==> src/rtl/bsx_pkg.sv <==
package bsx_pkg;

    typedef enum logic [1:0] {
        ST_IDLE = 2'd0,
        ST_SEND = 2'd1,
        ST_HALT = 2'd2
    } bsx_state_e;

    typedef struct packed {
        bsx_state_e state;
        logic       esc_pend;
        logic       flag_un;
        logic       flag_ct;
        logic       irq;
        logic       close;
    } bsx_seq_t;

endpackage

==> src/rtl/bsx_cts_sync.sv <==
module bsx_cts_sync #(
    parameter int STAGES = 2
) (
    input  logic clk,
    input  logic rst_n,
    input  logic cts_in,
    output logic cts_ok
);

    generate
        if (STAGES == 0) begin : g_bypass
            assign cts_ok = cts_in;
        end else begin : g_chain
            logic [STAGES-1:0] sync_d, sync_q;

            always_comb begin
                sync_d = {sync_q[STAGES-1:0], cts_in} >> 1;
                sync_d[STAGES-1] = cts_in;
                if (STAGES > 1) begin
                    sync_d = {cts_in, sync_q[STAGES-1:1]};
                end
            end

            always_ff @(posedge clk or negedge rst_n) begin
                if (!rst_n) sync_q <= '1;
                else        sync_q <= sync_d;
            end

            assign cts_ok = sync_q[0];
        end
    endgenerate

endmodule

==> src/rtl/bsx_fault_detect.sv <==
module bsx_fault_detect
    import bsx_pkg::*;
(
    input  logic       clk,
    input  logic       rst_n,
    input  bsx_state_e state,
    input  logic       esc_pend,
    input  logic       ser_req,
    input  logic       src_valid,
    input  logic       cts_ok,
    output logic       un_hit,
    output logic       ct_hit
);

    logic in_frame;
    logic starved;

    always_comb begin
        in_frame = (state == ST_SEND);
        starved  = ser_req && !src_valid && !esc_pend;
        ct_hit   = in_frame && !cts_ok;
        // clear-to-send loss outranks a simultaneous underrun
        un_hit   = in_frame && starved && !ct_hit;
    end

    p_no_un_idle_r5: assert property (@(posedge clk) disable iff (!rst_n)
        (state != ST_SEND) |-> !un_hit);

    p_no_un_esc_r6: assert property (@(posedge clk) disable iff (!rst_n)
        esc_pend |-> !un_hit);

    p_ct_over_un_r8: assert property (@(posedge clk) disable iff (!rst_n)
        ct_hit |-> !un_hit);

endmodule

==> src/rtl/bsx_out_stage.sv <==
module bsx_out_stage #(
    parameter int DATA_W = 8
) (
    input  logic              clk,
    input  logic              rst_n,
    input  logic              take,
    input  logic [DATA_W-1:0] din,
    output logic              dout_valid,
    output logic [DATA_W-1:0] dout
);

    typedef struct packed {
        logic              vld;
        logic [DATA_W-1:0] data;
    } out_t;

    out_t out_d, out_q;

    always_comb begin
        out_d     = out_q;
        out_d.vld = take;
        if (take) out_d.data = din;
    end

    always_ff @(posedge clk or negedge rst_n) begin
        if (!rst_n) out_q <= '0;
        else        out_q <= out_d;
    end

    assign dout_valid = out_q.vld;
    assign dout       = out_q.data;

    p_fwd_r1: assert property (@(posedge clk) disable iff (!rst_n)
        take |=> (dout_valid && dout == $past(din)));

endmodule

==> src/rtl/bsx_seq.sv <==
module bsx_seq
    import bsx_pkg::*;
(
    input  logic       clk,
    input  logic       rst_n,
    input  logic       ser_req,
    input  logic       src_valid,
    input  logic       src_sof,
    input  logic       src_eof,
    input  logic       src_esc,
    input  logic       cts_ok,
    input  logic       un_hit,
    input  logic       ct_hit,
    input  logic       irq_en,
    input  logic       restart,
    input  logic       stat_clr,
    output logic       src_ready,
    output logic       take,
    output bsx_state_e state,
    output logic       esc_pend,
    output logic       flag_un,
    output logic       flag_ct,
    output logic       irq,
    output logic       close
);

    bsx_seq_t seq_d, seq_q;
    logic     abort;

    always_comb begin
        case (seq_q.state)
            ST_SEND: src_ready = ser_req && cts_ok;
            ST_IDLE: src_ready = ser_req && cts_ok && src_sof;
            default: src_ready = 1'b0;
        endcase
        take  = src_valid && src_ready;
        abort = un_hit || ct_hit;
    end

    always_comb begin
        seq_d       = seq_q;
        seq_d.irq   = 1'b0;
        seq_d.close = 1'b0;
        if (stat_clr) begin
            seq_d.flag_un = 1'b0;
            seq_d.flag_ct = 1'b0;
        end
        case (seq_q.state)
            ST_IDLE: begin
                if (take) begin
                    seq_d.esc_pend = src_esc && !src_eof;
                    seq_d.close    = src_eof;
                    seq_d.state    = src_eof ? ST_IDLE : ST_SEND;
                end
            end
            ST_SEND: begin
                if (abort) begin
                    seq_d.state    = ST_HALT;
                    seq_d.close    = 1'b1;
                    seq_d.irq      = irq_en;
                    seq_d.esc_pend = 1'b0;
                    if (ct_hit) seq_d.flag_ct = 1'b1;
                    else        seq_d.flag_un = 1'b1;
                end else if (take) begin
                    seq_d.esc_pend = src_esc && !src_eof;
                    if (src_eof) begin
                        seq_d.state = ST_IDLE;
                        seq_d.close = 1'b1;
                    end
                end
            end
            default: begin
                if (restart) seq_d.state = ST_IDLE;
            end
        endcase
    end

    always_ff @(posedge clk or negedge rst_n) begin
        if (!rst_n) begin
            seq_q       <= '0;
            seq_q.state <= ST_IDLE;
        end else begin
            seq_q <= seq_d;
        end
    end

    assign state    = seq_q.state;
    assign esc_pend = seq_q.esc_pend;
    assign flag_un  = seq_q.flag_un;
    assign flag_ct  = seq_q.flag_ct;
    assign irq      = seq_q.irq;
    assign close    = seq_q.close;

    p_un_sets_r2: assert property (@(posedge clk) disable iff (!rst_n)
        un_hit |=> (flag_un && close && state == ST_HALT));

    p_irq_gated_r3: assert property (@(posedge clk) disable iff (!rst_n)
        irq |-> $past(irq_en && (un_hit || ct_hit)));

    p_halt_blocks_r4: assert property (@(posedge clk) disable iff (!rst_n)
        (state == ST_HALT) |-> !src_ready);

    p_restart_keeps_r4: assert property (@(posedge clk) disable iff (!rst_n)
        (state == ST_HALT && restart && !stat_clr) |=>
            (state == ST_IDLE && $stable(flag_un) && $stable(flag_ct)));

    p_ct_sets_r7: assert property (@(posedge clk) disable iff (!rst_n)
        ct_hit |=> (flag_ct && close && state == ST_HALT));

    p_ct_prio_r8: assert property (@(posedge clk) disable iff (!rst_n)
        (ct_hit && !flag_un) |=> !flag_un);

    p_clear_r9: assert property (@(posedge clk) disable iff (!rst_n)
        (stat_clr && !un_hit && !ct_hit) |=> (!flag_un && !flag_ct));

endmodule

==> src/rtl/bsx_tx_guard.sv <==
module bsx_tx_guard
    import bsx_pkg::*;
#(
    parameter int DATA_W   = 8,
    parameter int CTS_SYNC = 2
) (
    input  logic              clk,
    input  logic              rst_n,
    input  logic              src_valid,
    output logic              src_ready,
    input  logic [DATA_W-1:0] src_data,
    input  logic              src_sof,
    input  logic              src_eof,
    input  logic              src_esc,
    input  logic              ser_req,
    output logic              ser_valid,
    output logic [DATA_W-1:0] ser_data,
    input  logic              cts,
    input  logic              irq_en,
    input  logic              restart,
    input  logic              stat_clr,
    output logic              buf_close,
    output logic              flag_un,
    output logic              flag_ct,
    output logic              tx_err_irq,
    output logic              tx_halted
);

    logic       cts_ok;
    logic       un_hit, ct_hit;
    logic       take;
    logic       esc_pend;
    bsx_state_e state;

    bsx_cts_sync #(.STAGES(CTS_SYNC)) u_sync (
        .clk    (clk),
        .rst_n  (rst_n),
        .cts_in (cts),
        .cts_ok (cts_ok)
    );

    bsx_fault_detect u_det (
        .clk       (clk),
        .rst_n     (rst_n),
        .state     (state),
        .esc_pend  (esc_pend),
        .ser_req   (ser_req),
        .src_valid (src_valid),
        .cts_ok    (cts_ok),
        .un_hit    (un_hit),
        .ct_hit    (ct_hit)
    );

    bsx_seq u_seq (
        .clk       (clk),
        .rst_n     (rst_n),
        .ser_req   (ser_req),
        .src_valid (src_valid),
        .src_sof   (src_sof),
        .src_eof   (src_eof),
        .src_esc   (src_esc),
        .cts_ok    (cts_ok),
        .un_hit    (un_hit),
        .ct_hit    (ct_hit),
        .irq_en    (irq_en),
        .restart   (restart),
        .stat_clr  (stat_clr),
        .src_ready (src_ready),
        .take      (take),
        .state     (state),
        .esc_pend  (esc_pend),
        .flag_un   (flag_un),
        .flag_ct   (flag_ct),
        .irq       (tx_err_irq),
        .close     (buf_close)
    );

    bsx_out_stage #(.DATA_W(DATA_W)) u_out (
        .clk        (clk),
        .rst_n      (rst_n),
        .take       (take),
        .din        (src_data),
        .dout_valid (ser_valid),
        .dout       (ser_data)
    );

    assign tx_halted = (state == ST_HALT);

    p_idle_cts_r10: assert property (@(posedge clk) disable iff (!rst_n)
        (state == ST_IDLE && !cts_ok) |=> (!ser_valid && state == ST_IDLE));

    p_eof_close_r11: assert property (@(posedge clk) disable iff (!rst_n)
        (take && src_eof) |=> (buf_close && state == ST_IDLE));

endmodule

==> config.mk <==
export PLATFORM = sky130hd
export DESIGN_NAME = bsx_tx_guard
export DESIGN_NICKNAME = d
export VERILOG_FILES = /design/src/rtl/bsx_pkg.sv /design/src/rtl/bsx_cts_sync.sv /design/src/rtl/bsx_fault_detect.sv /design/src/rtl/bsx_out_stage.sv /design/src/rtl/bsx_seq.sv /design/src/rtl/bsx_tx_guard.sv
export SDC_FILE = /design/constraint.sdc
export NUM_CORES = 1
export LEC_CHECK = 0
export BUFFER_PORTS_ARGS = -buffer_cell sky130_fd_sc_hd__buf_4
export CAP_MARGIN = 20
export CELL_PAD_IN_SITES_DETAIL_PLACEMENT = 0
export CELL_PAD_IN_SITES_GLOBAL_PLACEMENT = 1
export CORE_MARGIN = 3
export CORE_UTILIZATION = 38
export CTS_BUF_LIST = sky130_fd_sc_hd__clkbuf_4 sky130_fd_sc_hd__clkbuf_8
export CTS_CLUSTER_DIAMETER = 60
export DETAILED_ROUTE_END_ITERATION = 12
export PLACE_DENSITY_LB_ADDON = 0.1
export SYNTH_ARGS = -nofsm -noshare
export SYNTH_HDL_FRONTEND = slang
export SYNTH_SLANG_ARGS = --single-unit
==> constraint.sdc <==
create_clock -name clk -period 4.3 [get_ports clk]
set_input_delay 0.215 -clock clk [delete_from_list [all_inputs] [get_ports clk]]
set_output_delay 0.215 -clock clk [all_outputs]
set_load 0.02 [all_outputs]
== Yosys cells after proc, flatten, opt, wreduce, memory -nomap -nowiden ==
Index checks and enable logic that the tools add are counted.

* Equality and inequality tests: 5
* Order comparisons: 0
* Add/sub/neg operators: 0
* Shifts and indexed selects: 0
* Divide/modulo/power cells: 0
* Mux-type cells: 19
* Bitwise logic cells: 0
* Reductions and logical operators: 20
* Multipliers: 0

{| class="wikitable"
|+ Operators by type and width
! cell !! number
|-
| $mux 3 || 5
|-
| $logic_and 1x1->1 || 9
|-
| $mux 1 || 7
|-
| $mux 2 || 3
|-
| $ne 3x2->1 const B || 2
|-
| $pmux 1 s2 || 3
|-
| $logic_not 1->1 || 5
|-
| $pmux 2 s2 || 1
|-
| $reduce_and 4->1 || 1
|-
| $reduce_and 3->1 || 1
|-
| $reduce_bool 3->1 || 1
|-
| $eq 2x1->1 const B || 1
|-
| $eq 2x2->1 const B || 1
|-
| $logic_not 2->1 || 1
|-
| $ne 2x2->1 const B || 1
|-
| $reduce_bool 2->1 || 1
|-
| $logic_or 1x1->1 || 1
|}

* Memory bits (writable): 0
* Bits in registers: 18
* Output and inout port bits: 15
* Bits in read-only memories: 0
* Bits in latches: 0
* Logic and storage cells: 53
* Memories: 0

== Logic depth before layout (Yosys ltp) ==
Gate-level depths: netlist of the first run.

* Depth after elaboration: 8
* Gate-level depth with buffers: 4
* Depth with buffers taken out: 3

== By module ==
Synthesis of the first run repeated with hierarchy kept, for this count alone.

* Cell total of the unflattened synthesis: 57
* Area, all modules: 784.5 um2

{| class="wikitable"
|+ Modules (own cells, without submodules)
! module !! times used !! cells an instance !! area each (um2) !! sequential area each (um2)
|-
| bsx_out_stage || 1 || 18 || 356.6 || 225.2
|-
| bsx_seq || 1 || 32 || 336.6 || 175.2
|-
| bsx_cts_sync || 1 || 2 || 52.6 || 52.6
|-
| bsx_fault_detect || 1 || 4 || 25.0 || 0.0
|-
| bsx_tx_guard || 1 || 1 || 13.8 || 0.0
|}

== Worst setup path before layout of the first run ==
No wires, ideal clock.

* Kind: register to register
* From: register u_sync.g_chain.sync_q[0]
* To: register u_out.out_q, in the netlist u_out.dout[0]
* Setup slack: 2956 ps
* Path buffers: 1
* Data required time: 4175 ps
* Arrival time: 1219 ps
* Cell stages (with the launch flop): 5
* Cells stage by stage: dfstp_2 nand3_1 nor2_1 buf_4 mux2_2

* Longest elaborated chain between the ends: 4

{| class="wikitable"
|+ Ends and longest elaborated chain
! item !! line !! RTL
|-
| start, declared || bsx_cts_sync.sv:14 || <nowiki>logic [STAGES-1:0] sync_d, sync_q;</nowiki>
|-
| start signal, assigned || bsx_cts_sync.sv:26 || <nowiki>else sync_q <= sync_d;</nowiki>
|-
| $logic_and 1x1->1 * || bsx_seq.sv:32, bsx_seq.sv:33 ||
|-
| $logic_and 1x1->1 || bsx_seq.sv:33 || <nowiki>ST_IDLE: src_ready = ser_req && cts_ok && src_sof;</nowiki>
|-
| $pmux 1 s2 * || bsx_seq.sv:31 || <nowiki>case (seq_q.state)</nowiki>
|-
| $logic_and 1x1->1 * || bsx_seq.sv:36 || <nowiki>take = src_valid && src_ready;</nowiki>
|-
| named net take || bsx_tx_guard.sv:31 || <nowiki>logic take;</nowiki>
|-
| end signal, assigned || bsx_out_stage.sv:27 || <nowiki>else out_q <= out_d;</nowiki>
|-
| end, declared || bsx_out_stage.sv:17 || <nowiki>out_t out_d, out_q;</nowiki>
|}

The timed path passes the listed nets; every way through them passes the cells marked *.
A chain may end at the register's enable or synchronous reset.

== Final worst setup path of the first run ==
* From: register u_sync.g_chain.sync_q[0]
* To: register u_out.out_q, in the netlist u_out.dout[5]

* Longest elaborated chain between the ends: 4

{| class="wikitable"
|+ Ends and longest elaborated chain
! item !! line
|-
| $logic_and 1x1->1 * || bsx_seq.sv:32, bsx_seq.sv:33
|-
| $logic_and 1x1->1 || bsx_seq.sv:33
|-
| $pmux 1 s2 * || bsx_seq.sv:31
|-
| $logic_and 1x1->1 * || bsx_seq.sv:36
|}

Every way passes the cells marked *; elsewhere a longest branch is shown, timed or not.

==> results.toml, run 1 <==
[logic_synthesis]
yosysTopAreaCell = "dfrtp_1"
synthSimpleGateAreaFrac = 0.09582
ys_seq_elements = 18
yosysMostFrequentCell = "dfrtp_1"
synth.net_count = 72
synth_cell_types = 24
synth_xor_area_frac = 0
synth_ff_type = "dfrtp_1"
synth_edf_count = 0
syn_inst = 53
async_flop_share = 1.000
synthMuxAreaShare = 0.1254
synth_area_per_cell_um2 = 13.55
netlist_area_um2 = 718.2
synth_top_family_by_area = "multiplexers"
yosys-top-cells-area = "dfrtp_1 56%, mux2_2 13%, dfstp_2 7.3%"
yosysTopAreaCellShare = 0.5575
yosys_warnings = 0
synth_compound_area_frac = 0.1220
seq_area_frac_synth = 0.6307
synthAdderAreaFrac = 0
yosys-top-cells-count = "16 x dfrtp_1, 8 x mux2_2, 3 x inv_1"

[floorplanning]
io_pins = 34
dieArea_um2 = 2448
core.rowCount = 15
initial_core_util = 0.4071
die_width_um = 49.48
core_area_um2 = 1764
die_h_um = 49.48

[sta]
final.setup.tns_ns = 0
max-slew-margin-rel = 0.4786
period_minus_slack_ns = 1.790
drv_slew = 0
fmax_mhz = 558.5
worst_pin_slew_ns = 0.7793
period_share = 0.4164
hold_viol_final = 0
finClkSkew_ns = 0.003072
rsz0062_at_grt = "no"
finalSetupViolCount = 0

[worst_hold_path]
hp-start = "cts"
hp-class = "input pin to flop"
whs_endpoint = "u_sync.g_chain.sync_q[1]"
whs_path_depth = 1

[global_routing]
grt_pass1_wl_um = 2242
first_global_vias = 568
grt_use_total = 0.1171
antenna_found_initial = 0
grt_max_degree = 19
grt-ovfl-total = 0

[setup_path]
worst_ep_arrival_time_ns = 1.97
critPathLaunchType = "flop"
required_ns = 4.47
worstSetupPathType = "flop to flop"
regToRegEndpoint = "u_out.dout[5]"
rr_startpoint = "u_sync.g_chain.sync_q[0]"
cp-end-kind = "flop"
cp_max_fo = 11
worst-r2r-setup-slack_ns = 2.51
ff2ff_path_depth = 3

[power]
cellLeakagePower_uw = 0.0005184
cellPowerDensity_nw_per_um2 = 598.4
ir_worst_vdd_mv = 0.3137

[detailed_routing]
via_per_inst = 4.757
drc = 0
wl_per_cell_um = 12.05
ant_nets = 0
vias = 547
drt-initial-drc-count = 4
first_pass_iters = 2
wl_um = 1386

[clock_tree]
root_buffer = "clkbuf_4"
ctsLongestPathBuffers = 2
cts_sinks = 18
ctsResizeCount = 0
insertion_delay_ns = 0.28
cts_buffers = 3
cts_tree = "done"
post_cts_buffers = 0
clk_pin_slew_ns = 0.10
ctsHtreeMaxLevel = 1

[placed_design]
portBuffers = 33
dp_hpwl_um = 1085
placed_cell_area_um2 = 989.7
gp_congestion = 0.7706

[cells_and_area]
final_cell_area_um2 = 1036
drive_above_1_share = 0.5667
fin_nets = 110
nFillCells = 174
area_growth_pct = 44.25
antennaDiodeCount = 0

[outcome]
status = "finished clean"

[flow_run]
cap_violations = 0
metrics by stage:
stage               setup WS (ns)  hold WS, ns  cells  power [uW]    util
finish                      2.510      0.02905    115       619.9  0.5872
global placement            2.493      0.09172    110       523.2  0.5610
floorplan                   2.956     -0.08059     53       408.8       -
global route                2.394     0.009509    115       656.3  0.5872
CTS                         2.464      0.01582    115       629.1  0.5872
detailed placement          2.482      0.09972    110       525.2  0.5610
critical path: stages (launching register included):
cell and delay [ns]:
dfstp_2 0.58, nand3_1 0.09, nor2_1 0.60, mux2_2 0.41
timing repair:
action / CTS / global route
hold buffers: 1 / 0
hold endpoints to repair: 16 / 0
setup endpoints to repair: 0 / 0
cells in the final DEF (no fill, tap or decap), types with 2 or more instances in the layout:
master / count
o21ai_0: 2
buf_4: 33
clkbuf_4: 3
inv_1: 3
dfstp_2: 2
a21o_1: 2
dfrtp_1: 16
a21oi_1: 2
nor2_1: 2
mux2_2: 8
routing by layer:
layer  global-route usage  share of wire  vias to the layer above
met3              0.03021          0.080                        0
met2               0.2076           0.50                       21
met4              0.04147              0                        0
li1                     -              -                      260
met1               0.1358           0.42                      266
met5                    0              0                        -
worst max path at each step:
stage	start	end	slack, ns
2_1_floorplan	u_sync.g_chain.sync_q[0]	u_out.dout[0]	2.96
3_3_place_gp	u_sync.g_chain.sync_q[0]	u_out.dout[7]	2.49
3_5_place_dp	u_sync.g_chain.sync_q[0]	u_out.dout[0]	2.48
4_1_cts	u_sync.g_chain.sync_q[0]	u_out.dout[1]	2.46
5_1_grt	u_sync.g_chain.sync_q[0]	u_out.dout[7]	2.39
6_report	u_sync.g_chain.sync_q[0]	u_out.dout[5]	2.51
power breakdown:
part	switching [uW]	leakage [uW]	total, uW	internal (uW)
Combinational	125	0.000272	257	132
Sequential	35.3	0.000225	263	228
Clock	48.2	0.0000210	99.7	51.5
sequential cells by signal, summed over array words and instances, names as in the netlist:
register	count
u_seq.flag_ct	1
u_seq.state	2
u_seq.flag_un	1
u_seq.close	1
u_sync.g_chain.sync_q	2
u_out.dout	8
u_out.dout_valid	1
u_seq.irq	1
u_seq.esc_pend	1
cells by family after synthesis:
group	Yosys count
AOI/OAI and AO/OA	12
muxes	8
and+or+nand+nor	11
DFF	18
buffers and inverters	4
layout make-up:
| cell class | count | area, um2 | share of cell area |
|---|---|---|---|
| clock buffer | 4 | 36.28 | 0.03502 |
| tap | 25 | 31.28 | 0.03019 |
| multi-input combinational | 31 | 246.5 | 0.2379 |
| timing repair buffer | 34 | 257.7 | 0.2488 |
| inverter | 3 | 11.26 | 0.01087 |
| sequential | 18 | 452.9 | 0.4372 |
No activity file was read; power rests on OpenSTA's default activity.
==> run 2: changes to the inputs <==
--- a/config.mk
+++ b/config.mk
@@ -10,7 +10,7 @@
 export CELL_PAD_IN_SITES_DETAIL_PLACEMENT = 0
 export CELL_PAD_IN_SITES_GLOBAL_PLACEMENT = 1
 export CORE_MARGIN = 3
-export CORE_UTILIZATION = 38
+export CORE_UTILIZATION = 35
 export CTS_BUF_LIST = sky130_fd_sc_hd__clkbuf_4 sky130_fd_sc_hd__clkbuf_8
 export CTS_CLUSTER_DIAMETER = 60
 export DETAILED_ROUTE_END_ITERATION = 12
==> constraint.sdc (replaced) <==
create_clock -name clk -period 1.8 [get_ports clk]
set_input_delay 0.09 -clock clk [delete_from_list [all_inputs] [get_ports clk]]
set_output_delay 0.09 -clock clk [all_outputs]
set_load 0.02 [all_outputs]
==> results.toml, run 2 (synthesis gave the netlist of run 1 again) <==
[placed_design]
placed_cell_area_um2 = 997.2
portBuffers = 33
dp_hpwl_um = 1098
pre_cts_ws_ns = 0.3983
gp_congestion = 0.7209

[detailed_routing]
wl_um = 1515
drc = 0
via_per_inst = 4.618
first_pass_iters = 4
drt-initial-drc-count = 3
vias = 568
ant_nets = 0
wl_per_cell_um = 12.32

[setup_path]
crit_path_start = "u_seq.state[1]"
critPathLaunchType = "flop"
rr_startpoint = "u_seq.state[1]"
worstSetupPathType = "flop to flop"
regToRegEndpoint = "u_out.dout[6]"
cp-end-kind = "flop"
ff2ff_path_depth = 4
worst-r2r-setup-slack_ns = 0.39
worst_ep_arrival_time_ns = 1.59
cp_max_fo = 11
required_ns = 1.98

[worst_hold_path]
whs_path_depth = 2
hp-start = "src_data[7]"
whs_endpoint = "u_out.dout[7]"
hp-class = "input pin to flop"

[power]
power.internal_uw = 973.4
comb_power_share = 0.427
switching_share = 0.3409
cellPowerDensity_nw_per_um2 = 1334
cellLeakagePower_uw = 0.0005504
clkPwrFrac = 0.148
total_power_uw = 1477
seqPwrFrac = 0.425
p_switching_uw = 503.5
ir_worst_vdd_mv = 0.8003

[cells_and_area]
most-common-layout-cells = "34 x buf_4, 16 x dfrtp_1, 8 x mux2_2, 8 x dlygate4sd3_1, 4 x clkbuf_4"
seq_area_um2 = 452.9
nFillCells = 178
drive_above_1_share = 0.5306
final_cell_area_um2 = 1107
antennaDiodeCount = 0
mostFrequentLayoutCell = "buf_4"
area_growth_pct = 54.18
fin_nets = 118
multiInputGateArea_um2 = 246.5
largest_register_ffs = 8

[sta]
worst_slack_ns = 0.3897
holdWs_ns = 0.02355
period_share = 0.7835
fmax_mhz = 709.1
period_minus_slack_ns = 1.410
worst_pin_slew_ns = 0.3299
max-slew-margin-rel = 0.7744
finClkSkew_ns = 0.006442
finalSetupViolCount = 0
hold_viol_final = 0
drv_slew = 0
rsz0062_at_grt = "no"
final.setup.tns_ns = 0

[floorplanning]
io_pins = 34
core_area_um2 = 1839
die_h_um = 51.30
die_width_um = 51.30
core.rowCount = 15
dieArea_um2 = 2632
initial_core_util = 0.3905

[clock_tree]
ctsHtreeMaxLevel = 1
post_cts_buffers = 0
ctsResizeCount = 0
ctsLongestPathBuffers = 2
cts_tree = "done"
clk_pin_slew_ns = 0.10
root_buffer = "clkbuf_4"
insertion_delay_ns = 0.29
cts_sinks = 18
cts_buffers = 3
hold_buffers = 4

[global_routing]
grt_use_total = 0.1333
grt-ovfl-total = 0
grt_pass1_wl_um = 2566
grt_max_degree = 19
first_global_vias = 565
antenna_found_initial = 0

[outcome]
status = "finished clean"

[flow_run]
cap_violations = 0
run 2: changes by cell type in the layout (fill, tap and decap cells not counted):
| cell | before | now |
|---|---|---|
| buf_4 | 33 | 34 |
| clkbuf_4 | 3 | 4 |
| clkbuf_8 | 1 | 0 |
| dlygate4sd3_1 | 1 | 8 |
run 2: power groups by stage:
stage	sequential (uW)	clock, uW	combinational (uW)
after floorplan	770	0	207
after global placement	632	0	621
after detailed placement	637	0	625
after CTS	630	229	633
after global routing	649	255	675
final	628	219	631
run 2: how the worst max path moves through the flow:
stage / depth (start not counted) / slack (ns) / endpoint
global route: 4 / 0.29 / u_out.dout[6]
detailed placement: 4 / 0.40 / u_seq.state[0]
floorplan: 4 / 0.46 / u_out.dout[0]
CTS: 4 / 0.38 / u_out.dout[4]
global placement: 4 / 0.40 / u_out.dout[0]
finish: 4 / 0.39 / u_out.dout[6]
run 2: per-layer routing:
layer | vias up | GRT usage | share of wire
met4 | 0 | 0.06550 | 0.011
li1 | 278 | - | -
met1 | 262 | 0.1738 | 0.42
met5 | - | 0 | 0
met2 | 26 | 0.2017 | 0.48
met3 | 2 | 0.03790 | 0.085
run 2: critical path: stages (launching register included):
cell and delay [ns]:
dfrtp_1 0.44, o21bai_2 0.22, nor2_1 0.11, buf_4 0.19
mux2_2 0.35
run 2: area by class of cell:
class                           instances  area share
Timing Repair Buffer                   42      0.3028
Sequential cell                        18      0.4090
Inverter                                3     0.01017
Multi-Input combinational cell         31      0.2226
Clock buffer                            4     0.02712
Tap cell                               25     0.02825
run 2: through the flow:
stage | std cells | utilization
final | 123 | 0.6020
after global routing | 123 | 0.6020
after CTS | 119 | 0.5803
after detailed placement | 111 | 0.5422
after global placement | 111 | 0.5422
after floorplan | 53 | -
==> run 3: changes to the inputs <==
==> constraint.sdc (replaced) <==
create_clock -name clk -period 1.5 [get_ports clk]
set_input_delay 0.075 -clock clk [delete_from_list [all_inputs] [get_ports clk]]
set_output_delay 0.075 -clock clk [all_outputs]
set_load 0.02 [all_outputs]
==> results.toml, run 3 (synthesis gave the netlist of run 1 again) <==
[outcome]
status = "finished clean"

[placed_design]
portBuffers = 33
dp_hpwl_um = 1147
placed_cell_area_um2 = 1005
gp_congestion = 0.7252

[floorplanning]
dieArea_um2 = 2632
initial_core_util = 0.3905
core.rowCount = 15
die_width_um = 51.30
die_h_um = 51.30
core_area_um2 = 1839
io_pins = 34

[power]
cellLeakagePower_uw = 0.0005567
cellPowerDensity_nw_per_um2 = 1668
ir_worst_vdd_mv = 1.177

[clock_tree]
cts_tree = "done"
insertion_delay_ns = 0.28
ctsHtreeMaxLevel = 1
clk_pin_slew_ns = 0.10
ctsLongestPathBuffers = 2
cts_buffers = 3
cts_sinks = 18
root_buffer = "clkbuf_4"

[cells_and_area]
most-common-layout-cells = "36 x buf_4, 16 x dfrtp_1, 8 x mux2_2, 5 x dlygate4sd3_1"
final_util = 0.6048
mostFrequentLayoutCell = "buf_4"
multiInputGateArea_um2 = 249.0
seq_area_um2 = 452.9
area_growth_pct = 54.88
largest_register_ffs = 8
antennaDiodeCount = 0
fin_nets = 118
final_cell_area_um2 = 1112
nFillCells = 163
drive_above_1_share = 0.5714

[setup_path]
critPathMaxStageDelay_ns = 0.58
path_delay_family = "flip-flops"
required_ns = 1.67
worst_ep_arrival_time_ns = 1.58
cp_slowest_cell = "dfstp_2"
path_buf_inv = 1
worstSetupPathType = "flop to flop"
critPathLaunchType = "flop"
cp_max_fo = 11
path_cells = "nand3_1, nor2_2, buf_6, mux2_2"
cp-end-kind = "flop"

[sta]
final.setup.tns_ns = 0
rsz0062_at_grt = "no"
max-slew-margin-rel = 0.7732
finClkSkew_ns = 0.002766
period_share = 0.9397
drv_slew = 0
hold_viol_final = 0
worst_pin_slew_ns = 0.3317
period_minus_slack_ns = 1.409
fmax_mhz = 709.5
finalSetupViolCount = 0

[detailed_routing]
vias = 574
first_pass_iters = 2
ant_nets = 0
wl_um = 1539
drc = 0
drt-initial-drc-count = 5
wl_per_cell_um = 12.51
via_per_inst = 4.667

[flow_run]
cap_violations = 0

[global_routing]
grt_pass1_wl_um = 2470
first_global_vias = 561
grt_max_degree = 19
antenna_found_initial = 0
grt-ovfl-total = 0
grt_use_total = 0.1260

[worst_hold_path]
hp-class = "input pin to flop"
==> run 3: cell types whose count changed in the layout (fill, tap and decap cells not counted) <==
cell | previous run | this run
dlygate4sd3_1 | 8 | 5
buf_4 | 34 | 36
buf_6 | 0 | 1
clkbuf_4 | 4 | 3
clkbuf_8 | 0 | 1
nor2_1 | 2 | 1
nor2_2 | 0 | 1
==> run 3: cell type report <==
type	instances	share of cell area
Timing Repair Buffer	42	0.2981
Multi-Input combinational cell	31	0.2238
Inverter	3	0.01012
Sequential cell	18	0.4072
Tap cell	25	0.02812
Clock buffer	4	0.03262
==> run 3: power by group <==
group / leakage, uW / internal (uW) / total (uW) / switching (uW)
Clock: 0.0000210 / 148 / 288 / 140
Sequential: 0.000225 / 654 / 748 / 94.1
Combinational: 0.000310 / 429 / 819 / 390
==> run 3: worst register-to-register path, delay by kind of cell, from the launching register on <==
kind | cells | cell delay (ns)
multiplexers | 1 | 0.35
buffers and inverters | 1 | 0.16
AND/OR/NAND/NOR | 2 | 0.21
flip-flops | 1 | 0.58
==> run 3: repair_timing <==
item                                    4_1_cts  5_1_grt
gates resized for setup                       0        2
endpoints found under the setup margin        0        8
hold buffers                                  5        0
setup buffers                                 0        2
endpoints found under the hold margin        24        0
==> run 3: final timing paths <==
check,cells past startpoint,start,slack (ns),to
setup / recovery,4,u_sync.g_chain.sync_q[0],0.09,u_out.dout[4]
hold / removal,2,src_data[6],0.01,u_out.dout[6]
setup reg to reg,4,u_sync.g_chain.sync_q[0],0.09,u_out.dout[4]
hold reg to reg,0,u_sync.g_chain.sync_q[1],0.36,u_sync.g_chain.sync_q[0]
max in group asynchronous,2,rst_n,1.06,u_sync.g_chain.sync_q[1]
min in group asynchronous,2,rst_n,0.19,u_out.dout[6]
==> run 3: per-stage QoR <==
stage / total power [uW] / hold WS, ns / worst slack (ns) / instances
after floorplan: 1172 / -0.2206 / 0.1564 / 53
after global placement: 1517 / -0.04445 / 0.1113 / 112
after detailed placement: 1532 / -0.04398 / 0.08543 / 112
after CTS: 1840 / 0.0002616 / 0.06059 / 121
after global routing: 1973 / 0.005797 / 0.02070 / 123
final: 1855 / 0.01414 / 0.09052 / 123
==> run 3: metal layers <==
layer  wire length (um)  vias to the layer above  global-route usage
li1                   -                      277                   -
met1                703                      275              0.1744
met2                707                       22              0.1910
met3                129                        0             0.02624
met4                  0                        0             0.05240
met5                  0                        -                   0
